**src/rtl/lcd_scan_pkg.sv**
```systemverilog
package lcd_scan_pkg;
  // strobes from control to datapath
  typedef struct packed {
    logic shift;
    logic latch;
  } scanStb_t;
endpackage

```
**src/rtl/lcd_scan_ctrl.sv**
```systemverilog
module lcd_scan_ctrl
  import lcd_scan_pkg::*;
#(
  parameter int NUM_COM    = 16,
  parameter int NUM_SEG    = 40,
  parameter int ROW_LONG   = 400,
  parameter int ROW_SHORT  = 200,
  parameter int DUTY_SHORT = 8,
  parameter int DUTY_TALL  = 11,
  localparam int COM_W = $clog2(NUM_COM),
  localparam int CNT_W = $clog2(ROW_LONG)
) (
  input  logic             clk,
  input  logic             rst,
  input  logic             oscEn,
  input  logic             twoLine,
  input  logic             tallFont,
  output scanStb_t         stb,
  output logic [COM_W-1:0] comIdx,
  output logic [COM_W:0]   dutyRows,
  output logic             dataValid,
  output logic             acFlip
);
  logic [CNT_W-1:0] rowCnt;
  logic [CNT_W-1:0] rowLast;
  logic             wrapNow;

  always_comb begin
    if (twoLine)       dutyRows = (COM_W+1)'(NUM_COM);
    else if (tallFont) dutyRows = (COM_W+1)'(DUTY_TALL);
    else               dutyRows = (COM_W+1)'(DUTY_SHORT);
    rowLast   = twoLine ? CNT_W'(ROW_SHORT - 1) : CNT_W'(ROW_LONG - 1);
    dataValid = (rowCnt < CNT_W'(NUM_SEG));
    stb.shift = oscEn & dataValid;
    // >= covers a switch to the short row while past its end
    stb.latch = oscEn & (rowCnt >= rowLast);
    wrapNow   = ({1'b0, comIdx} >= (dutyRows - (COM_W+1)'(1)));
  end

  always_ff @(posedge clk) begin
    if (rst) begin
      rowCnt <= '0;
      comIdx <= '0;
      acFlip <= 1'b0;
    end else if (stb.latch) begin
      rowCnt <= '0;
      if (wrapNow) begin
        comIdx <= '0;
        acFlip <= ~acFlip;
      end else begin
        comIdx <= comIdx + COM_W'(1);
      end
    end else if (oscEn) begin
      rowCnt <= rowCnt + CNT_W'(1);
    end
  end
endmodule

```
**src/rtl/lcd_scan_dp.sv**
```systemverilog
module lcd_scan_dp
  import lcd_scan_pkg::*;
#(
  parameter int NUM_COM = 16,
  parameter int NUM_SEG = 40,
  localparam int COM_W = $clog2(NUM_COM)
) (
  input  logic               clk,
  input  logic               rst,
  input  scanStb_t           stb,
  input  logic               serData,
  input  logic [COM_W-1:0]   comIdx,
  input  logic [COM_W:0]     dutyRows,
  output logic [NUM_COM-1:0] comSel,
  output logic [NUM_SEG-1:0] segLatch
);
  logic [NUM_SEG-1:0] shiftReg;

  always_ff @(posedge clk) begin
    if (rst) begin
      shiftReg <= '0;
      segLatch <= '0;
    end else begin
      if (stb.shift) shiftReg <= {shiftReg[NUM_SEG-2:0], serData};
      if (stb.latch) segLatch <= shiftReg;
    end
  end

  // common decode, masked to the active duty
  for (genvar i = 0; i < NUM_COM; i++) begin : g_com
    assign comSel[i] = (comIdx == COM_W'(i)) && ((COM_W+1)'(i) < dutyRows);
  end
endmodule

```
**src/rtl/lcd_scan_gen.sv**
```systemverilog
module lcd_scan_gen
  import lcd_scan_pkg::*;
#(
  parameter int NUM_COM    = 16,
  parameter int NUM_SEG    = 40,
  parameter int ROW_LONG   = 400,
  parameter int ROW_SHORT  = 200,
  parameter int DUTY_SHORT = 8,
  parameter int DUTY_TALL  = 11,
  localparam int COM_W = $clog2(NUM_COM)
) (
  input  logic               clk,
  input  logic               rst,
  input  logic               oscEn,
  input  logic               twoLine,
  input  logic               tallFont,
  input  logic               serData,
  output logic [COM_W-1:0]   comIdx,
  output logic [NUM_COM-1:0] comSel,
  output logic               shiftClk,
  output logic               latchStb,
  output logic               dataValid,
  output logic               acFlip,
  output logic [NUM_SEG-1:0] segLatch
);
  scanStb_t         stb;
  logic [COM_W:0]   dutyRows;

  lcd_scan_ctrl #(
    .NUM_COM(NUM_COM), .NUM_SEG(NUM_SEG), .ROW_LONG(ROW_LONG),
    .ROW_SHORT(ROW_SHORT), .DUTY_SHORT(DUTY_SHORT), .DUTY_TALL(DUTY_TALL)
  ) u_ctrl (
    .clk(clk), .rst(rst), .oscEn(oscEn), .twoLine(twoLine),
    .tallFont(tallFont), .stb(stb), .comIdx(comIdx),
    .dutyRows(dutyRows), .dataValid(dataValid), .acFlip(acFlip)
  );

  lcd_scan_dp #(
    .NUM_COM(NUM_COM), .NUM_SEG(NUM_SEG)
  ) u_dp (
    .clk(clk), .rst(rst), .stb(stb), .serData(serData),
    .comIdx(comIdx), .dutyRows(dutyRows), .comSel(comSel),
    .segLatch(segLatch)
  );

  assign shiftClk = stb.shift;
  assign latchStb = stb.latch;
endmodule

```
**config.mk**
```make
export PLATFORM = sky130hd
export DESIGN_NAME = lcd_scan_gen
export DESIGN_NICKNAME = d
export VERILOG_FILES = /design/src/rtl/lcd_scan_pkg.sv /design/src/rtl/lcd_scan_ctrl.sv /design/src/rtl/lcd_scan_dp.sv /design/src/rtl/lcd_scan_gen.sv
export SDC_FILE = /design/constraint.sdc
export NUM_CORES = 1
export LEC_CHECK = 0
export BUFFER_PORTS_ARGS = -buffer_cell sky130_fd_sc_hd__buf_2
export CAP_MARGIN = 10
export CELL_PAD_IN_SITES_DETAIL_PLACEMENT = 1
export CELL_PAD_IN_SITES_GLOBAL_PLACEMENT = 1
export CORE_MARGIN = 2
export CORE_UTILIZATION = 34
export CTS_CLUSTER_SIZE = 20
export DETAILED_ROUTE_END_ITERATION = 10
export PLACE_DENSITY = 0.67
export SYNTH_ARGS = -nofsm -noshare
export SYNTH_HDL_FRONTEND = slang
export SYNTH_HIERARCHICAL = 1
export SYNTH_SLANG_ARGS = --single-unit
```
**constraint.sdc**
```tcl
create_clock -name clk -period 2.6 [get_ports clk]
set_clock_uncertainty 0.1 [all_clocks]
set_input_delay 0.13 -clock clk [delete_from_list [all_inputs] [get_ports clk]]
set_output_delay 0.13 -clock clk [all_outputs]
set_load 0.005 [all_outputs]
```
# After elaboration in Yosys (flattened, before gate mapping)
# Cells that the tools add are included.
[classes]
add_sub_neg = 3
mul = 0
div = 0
magnitude_cmp = 19
n_eq_ne = 15
shifts = 0
mux = 4
bitwise = 3
n_reduce_logical = 19
[ops]
columns = ["op", "n"]
rows = [
  ["$lt A4 B5 Y1 const A", 8],
  ["$eq A4 B4 Y1 const B", 8],
  ["$lt A3 B5 Y1 const A", 4],
  ["$eq A4 B3 Y1 const B", 4],
  ["$logic_and A1 B1 Y1", 16],
  ["$lt A1 B5 Y1 const A", 2],
  ["$lt A2 B5 Y1 const A", 2],
  ["$add A9 B1 Y9 const B", 1],
  ["$ge A9 B9 Y1", 1],
  ["$lt A9 B6 Y1 const B", 1],
  ["$mux W9", 1],
  ["$eq A4 B2 Y1 const B", 2],
  ["$ge A4 B5 Y1", 1],
  ["$mux W5", 1],
  ["$sub A5 B1 Y5 const B", 1],
  ["$add A4 B1 Y4 const B", 1],
  ["$eq A4 B1 Y1 const B", 1],
  ["$logic_not A4 Y1", 1],
  ["$mux W4", 1],
  ["$and A1 B1 Y1", 2],
  ["$mux W2", 1],
  ["$reduce_and A2 Y1", 1],
  ["$reduce_or A2 Y1", 1],
  ["$not A1 Y1", 1],
]
[word_totals]
register_bits = 94
latchBits = 0
ramBits = 0
romBits = 0
inputBits = 6
out_inout_bits = 64
wordCells = 68
memories = 0

# Depth between registers and ports, before layout
[depth]
ltp_word = 5
mapped_depth = 10
mapped_depth_nobuf = 9

# Cells and area by module
# The synthesis kept the hierarchy.
[modules_own_cells]
columns = ["module", "n_inst", "cells_per_inst", "area_per_inst_um2", "seq_area_each_um2"]
rows = [
  ["lcd_scan_dp", 1, 304, 3076.7, 1601.5],
  ["lcd_scan_ctrl", 1, 105, 862.1, 280.3],
]

# Worst setup path before layout
# OpenSTA, ideal clock, no wires.
[synth_timing]
path_kind = "register -> register"
start = "register u_ctrl.rowCnt[6]"
end = "register u_dp.segLatch[0]"
arrival_ns = 2.091
required_ns = 2.372
path_slack_ns = 0.281
path_stages_with_launch = 10
n_path_buf = 2
cell_sequence = "dfxtp_1 ha_1 or3b_4 nor3_4 o21ai_2 inv_1 clkbuf_1 buf_2 mux2i_1 nor2_1"
[synth_via]
elab_chain_cells = 2
[synth_rtl]
columns = ["item", "line", "source"]
rows = [
  ["start, declared", "lcd_scan_ctrl.sv:24", "logic [CNT_W-1:0] rowCnt;"],
  ["start signal, assigned", "lcd_scan_ctrl.sv:54", "rowCnt <= rowCnt + CNT_W'(1);"],
  ["$ge A9 B9 Y1", "lcd_scan_ctrl.sv:36", "stb.latch = oscEn & (rowCnt >= rowLast);"],
  ["$and A1 B1 Y1", "lcd_scan_ctrl.sv:36", ""],
  ["net latchStb", "lcd_scan_gen.sv:21", "output logic latchStb,"],
  ["end signal, assigned", "lcd_scan_dp.sv:25", "if (stb.latch) segLatch <= shiftReg;"],
  ["end, declared", "lcd_scan_dp.sv:15", "output logic [NUM_SEG-1:0] segLatch"],
]
# The timed path passes the listed nets, and every way through them passes these cells.
# A chain may end at the register's enable or synchronous reset.

# Final worst setup path
[layout_timing]
start = "register u_ctrl.rowCnt[6]"
end = "output latchStb"
[layout_via]
elab_chain_cells = 2
[layout_rtl]
columns = ["item", "line"]
rows = [
  ["$ge A9 B9 Y1", "lcd_scan_ctrl.sv:36"],
  ["$and A1 B1 Y1", "lcd_scan_ctrl.sv:36"],
  ["end, declared", "lcd_scan_gen.sv:21"],
]
# No other way between the ends.

==> results.rst <==
.. list-table::
   :header-rows: 1

   * - Metric
     - Value
   * - Result of the run
     - completed
   * - Die width
     - 111.6 µm
   * - Launching element of the worst setup path
     - u_ctrl/rowCnt[6]
   * - Worst slew margin relative to its limit
     - 0.5101
   * - Effective utilization at floorplan
     - 0.3464
   * - Number of global-route vias before repair
     - 3,190
   * - Synthesized Nets
     - 423
   * - Register area
     - 1882 µm²
   * - Finish-stage setup viols
     - 0
   * - Die Area
     - 12,460 µm²
   * - Cell type with the highest aggregate area in the netlist
     - dfxtp_1
   * - Insertion delay of the later-clocked pin in the worst-skew pair
     - 0.34 ns
   * - Switching Fraction
     - 0.2203
   * - Comb power frac
     - 0.053
   * - FF-to-FF path depth
     - 8
   * - Worst Hold End
     - u_ctrl/rowCnt[1]
   * - Antenna-violating nets left
     - 0
   * - EDFF count, synth
     - 0
   * - Most common cell in the netlist
     - dfxtp_1
   * - Number of violations of the max-capacitance limit
     - 0
   * - Post-Route Hold Slack
     - 0.05842 ns
   * - Pin count of the biggest net entering global routing
     - 71
   * - Area taken by multi-input logic gates
     - 1879 µm²
   * - Portion of total power attributed to sequential cells
     - 0.503
   * - Via density
     - 4.902
   * - Post-synthesis instance total
     - 409
   * - Hold Fails Final Rpt
     - 0
   * - Top cells by area in the synthesized netlist
     - dfxtp_1, mux2i_1, nor2_1
   * - Root cell of the clock tree
     - clkbuf_16
   * - Final layout net count
     - 490
   * - Count of unresolved DRC violations after routing
     - 0
   * - RSZ-0062 raised after global routing
     - no
   * - Worst IR drop on VDD
     - 0.2738 mV
   * - Worst stage delay on the critical path
     - 0.39 ns
   * - Worst-margin pin slew
     - 0.7348 ns
   * - CTS tree
     - yes
   * - Floorplan Core Area
     - 11,370 µm²
   * - Number of storage elements in the synthesis netlist
     - 94
   * - Worst hold path cell count
     - 3
   * - Crit Reg-Reg Endpoint
     - u_dp/segLatch[21]
   * - Synth Flop Type
     - dfxtp_1
   * - Count of antenna diodes in the layout
     - 0
   * - Worst-path cell chain
     - ha_1 -> or3b_4 -> nor3_4 -> o21ai_2 -> inv_2 -> buf_6 -> buf_2
   * - Power density over the cells
     - 609.2 nW/µm²
   * - Count of clock tree sinks
     - 94
   * - Critical path startpoint category
     - register
   * - Origin of the critical flop-to-flop path
     - u_ctrl/rowCnt[6]
   * - First-pass GRT wire length
     - 15,770 µm
   * - Global routing usage summed across all routing layers
     - 0.1541
   * - Crit path max-delay cell type
     - or3b_4
   * - Area growth from synthesis to layout
     - 20.52%
   * - Number of rows created at floorplan
     - 39
   * - Count of input and output buffers
     - 69
   * - Critical Setup Path Class
     - register to output port
   * - Antenna violations before repair
     - 0
   * - Worst Hold Class
     - input port to register
   * - Portion of synthesized cell area occupied by the leading cell type
     - 0.4778
   * - Filler cell count in the final layout
     - 1,334
   * - Top fanout value on the critical path
     - 13
   * - First-pass DRT Iterations
     - 4
   * - Via total after detailed routing
     - 3,059
   * - Final critical-path share of the clock period
     - 0.9466
   * - Clk pwr share
     - 0.444
   * - Buffers from clock root to sink, at most
     - 2
   * - Share of flip-flops with an asynchronous set or reset
     - 0
   * - Reg-to-reg slack, setup
     - 0.26 ns
   * - Htree depth
     - 3
   * - Synthesized area per cell
     - 9.630 µm²
   * - Synthesis warning total
     - 6
   * - Data arrival time of the worst path
     - 2.23 ns
   * - Average routed wire per standard cell
     - 14.55 µm
   * - Congestion Overflow GR
     - 0
   * - Clock-pin transition on the worst setup and hold timing paths
     - 0.06 ns
   * - Detailed Route Iter0 Violations
     - 146
   * - Sum of routed wire length over all layers
     - 9079 µm
   * - Pins Over Slew Limit
     - 0
   * - Cell-internal power
     - 2255 µW
   * - Final worst path period need
     - 2.461 ns
   * - Startpoint of the worst hold path
     - oscEn
   * - Proportion of synthesized chip area in sequential cells
     - 0.4778
   * - Syn Std Cell Area
     - 3939 µm²
   * - Top post-synthesis cells by count
     - dfxtp_1, nor2_1, mux2i_1, nand2_1, clkbuf_1
   * - Estimated wirelength of the detail-placed design
     - 6232 µm
   * - Gp weighted congestion
     - 0.7905
   * - Synth cell types
     - 45
   * - Vertical die dimension
     - 111.6 µm
   * - P_sw
     - 637.0 µW
   * - Highest clock rate
     - 406.3 MHz
   * - TritonCTS Buffers
     - 9
   * - Leakage Power
     - 0.002014 µW
   * - Share of final-layout standard cells stronger than drive strength 1
     - 0.2225
   * - Worst path required time
     - 2.37 ns
   * - Boundary pin count
     - 70
   * - Setup TNS Final
     - 0 ns
   * - Crit path capture type
     - output port
## worst max path at each step
| stage | endpoint | slack [ns] | cells after the start |
|---|---|---|---|
| CTS | latchStb | 0.04 | 7 |
| global route | latchStb | 0.006 | 7 |
| global placement | u_dp/segLatch[30] | 0.35 | 8 |
| finish | latchStb | 0.14 | 7 |
| floorplan | u_dp/segLatch[0] | 0.28 | 9 |
| detailed placement | u_dp/segLatch[1] | 0.28 | 8 |
## repair_timing
item | 4_1_cts | 5_1_grt
endpoints found under the setup margin | 0 | 1
hold buffers | 1 | 0
buffers inserted | 0 | 1
endpoints found under the hold margin | 1 | 0
resized for setup | 0 | 1
## cells by family (layout without fill, tap and decap cells)
logic type	after synthesis	count (layout)	synth area share
other	1	1	0.0009521
AO/OA/AOI/OAI	29	29	0.05019
buffers and inverters	36	108	0.04543
multiplexers	80	80	0.2033
adder cells (fa/ha/maj)	8	8	0.02541
XOR/XNOR	5	5	0.01112
flip-flops	94	94	0.4778
AND/OR/NAND/NOR	156	156	0.1858
## metrics by stage
stage / total power, µW / cell area, µm² / setup slack [ns] / std cells / utilization
CTS: 2937 / 4736 / 0.03700 / 623 / 0.4165
finish: 2892 / 4747 / 0.1387 / 624 / 0.4175
floorplan: 1596 / 3939 / 0.2813 / 409 / -
detailed placement: 1639 / 4434 / 0.2767 / 606 / 0.3900
global placement: 1636 / 4434 / 0.3543 / 606 / 0.3900
global route: 3014 / 4747 / 0.005748 / 624 / 0.4175
## metal layers
layer,vias up,part of all wire,GRT usage
met5,-,0,0
met3,8,0.039,0.02613
met1,1460,0.48,0.2022
met4,0,0.013,0.06749
met2,56,0.47,0.2501
li1,1535,-,-
## sequential cells by signal, indices dropped and copies added (netlist names)
signal	count
u_ctrl/rowCnt	9
u_dp/shiftReg	40
u_dp/segLatch	40
u_ctrl/comIdx	4
u_ctrl/acFlip	1
## worst max-delay path: cells and delay by family (launching register included)
| family | cells | cell delay, ns |
|---|---|---|
| simple gates | 2 | 0.64 |
| buf+inv | 3 | 0.45 |
| flops | 1 | 0.36 |
| fa+ha+maj | 1 | 0.31 |
| compound gates | 1 | 0.14 |
## final cells by class
class                      instances  share of cell area
clock buffer                      11             0.04902
sequential                        94              0.3964
multi-input combinational        279              0.3959
clock inverter                     5             0.01239
tap                              143             0.03769
timing repair buffer              83              0.1015
inverter                           9            0.007117
## power groups by stage
stage | sequential [µW] | clock, µW | combinational [µW]
after floorplan | 1490 | 0 | 108
after global placement | 1490 | 0 | 151
after detailed placement | 1490 | 0 | 154
after CTS | 1450 | 1330 | 155
after global routing | 1450 | 1390 | 172
final | 1450 | 1280 | 154
## cell usage in the layout (no fill, tap or decap), types with 3 or more instances in the layout
master / instances
nand3_1: 9
a211oi_1: 3
a21oi_1: 8
nand2_1: 14
nand4_1: 3
buf_4: 10
buf_2: 69
o21ai_0: 5
clkbuf_16: 9
dfxtp_1: 94
ha_1: 8
nor3_1: 8
nor2_1: 91
or3_1: 3
xor2_1: 3
a31oi_1: 3
inv_1: 8
mux2i_1: 80
nor4_1: 6
nand2b_1: 4
Power figures use the tool's default switching activity.
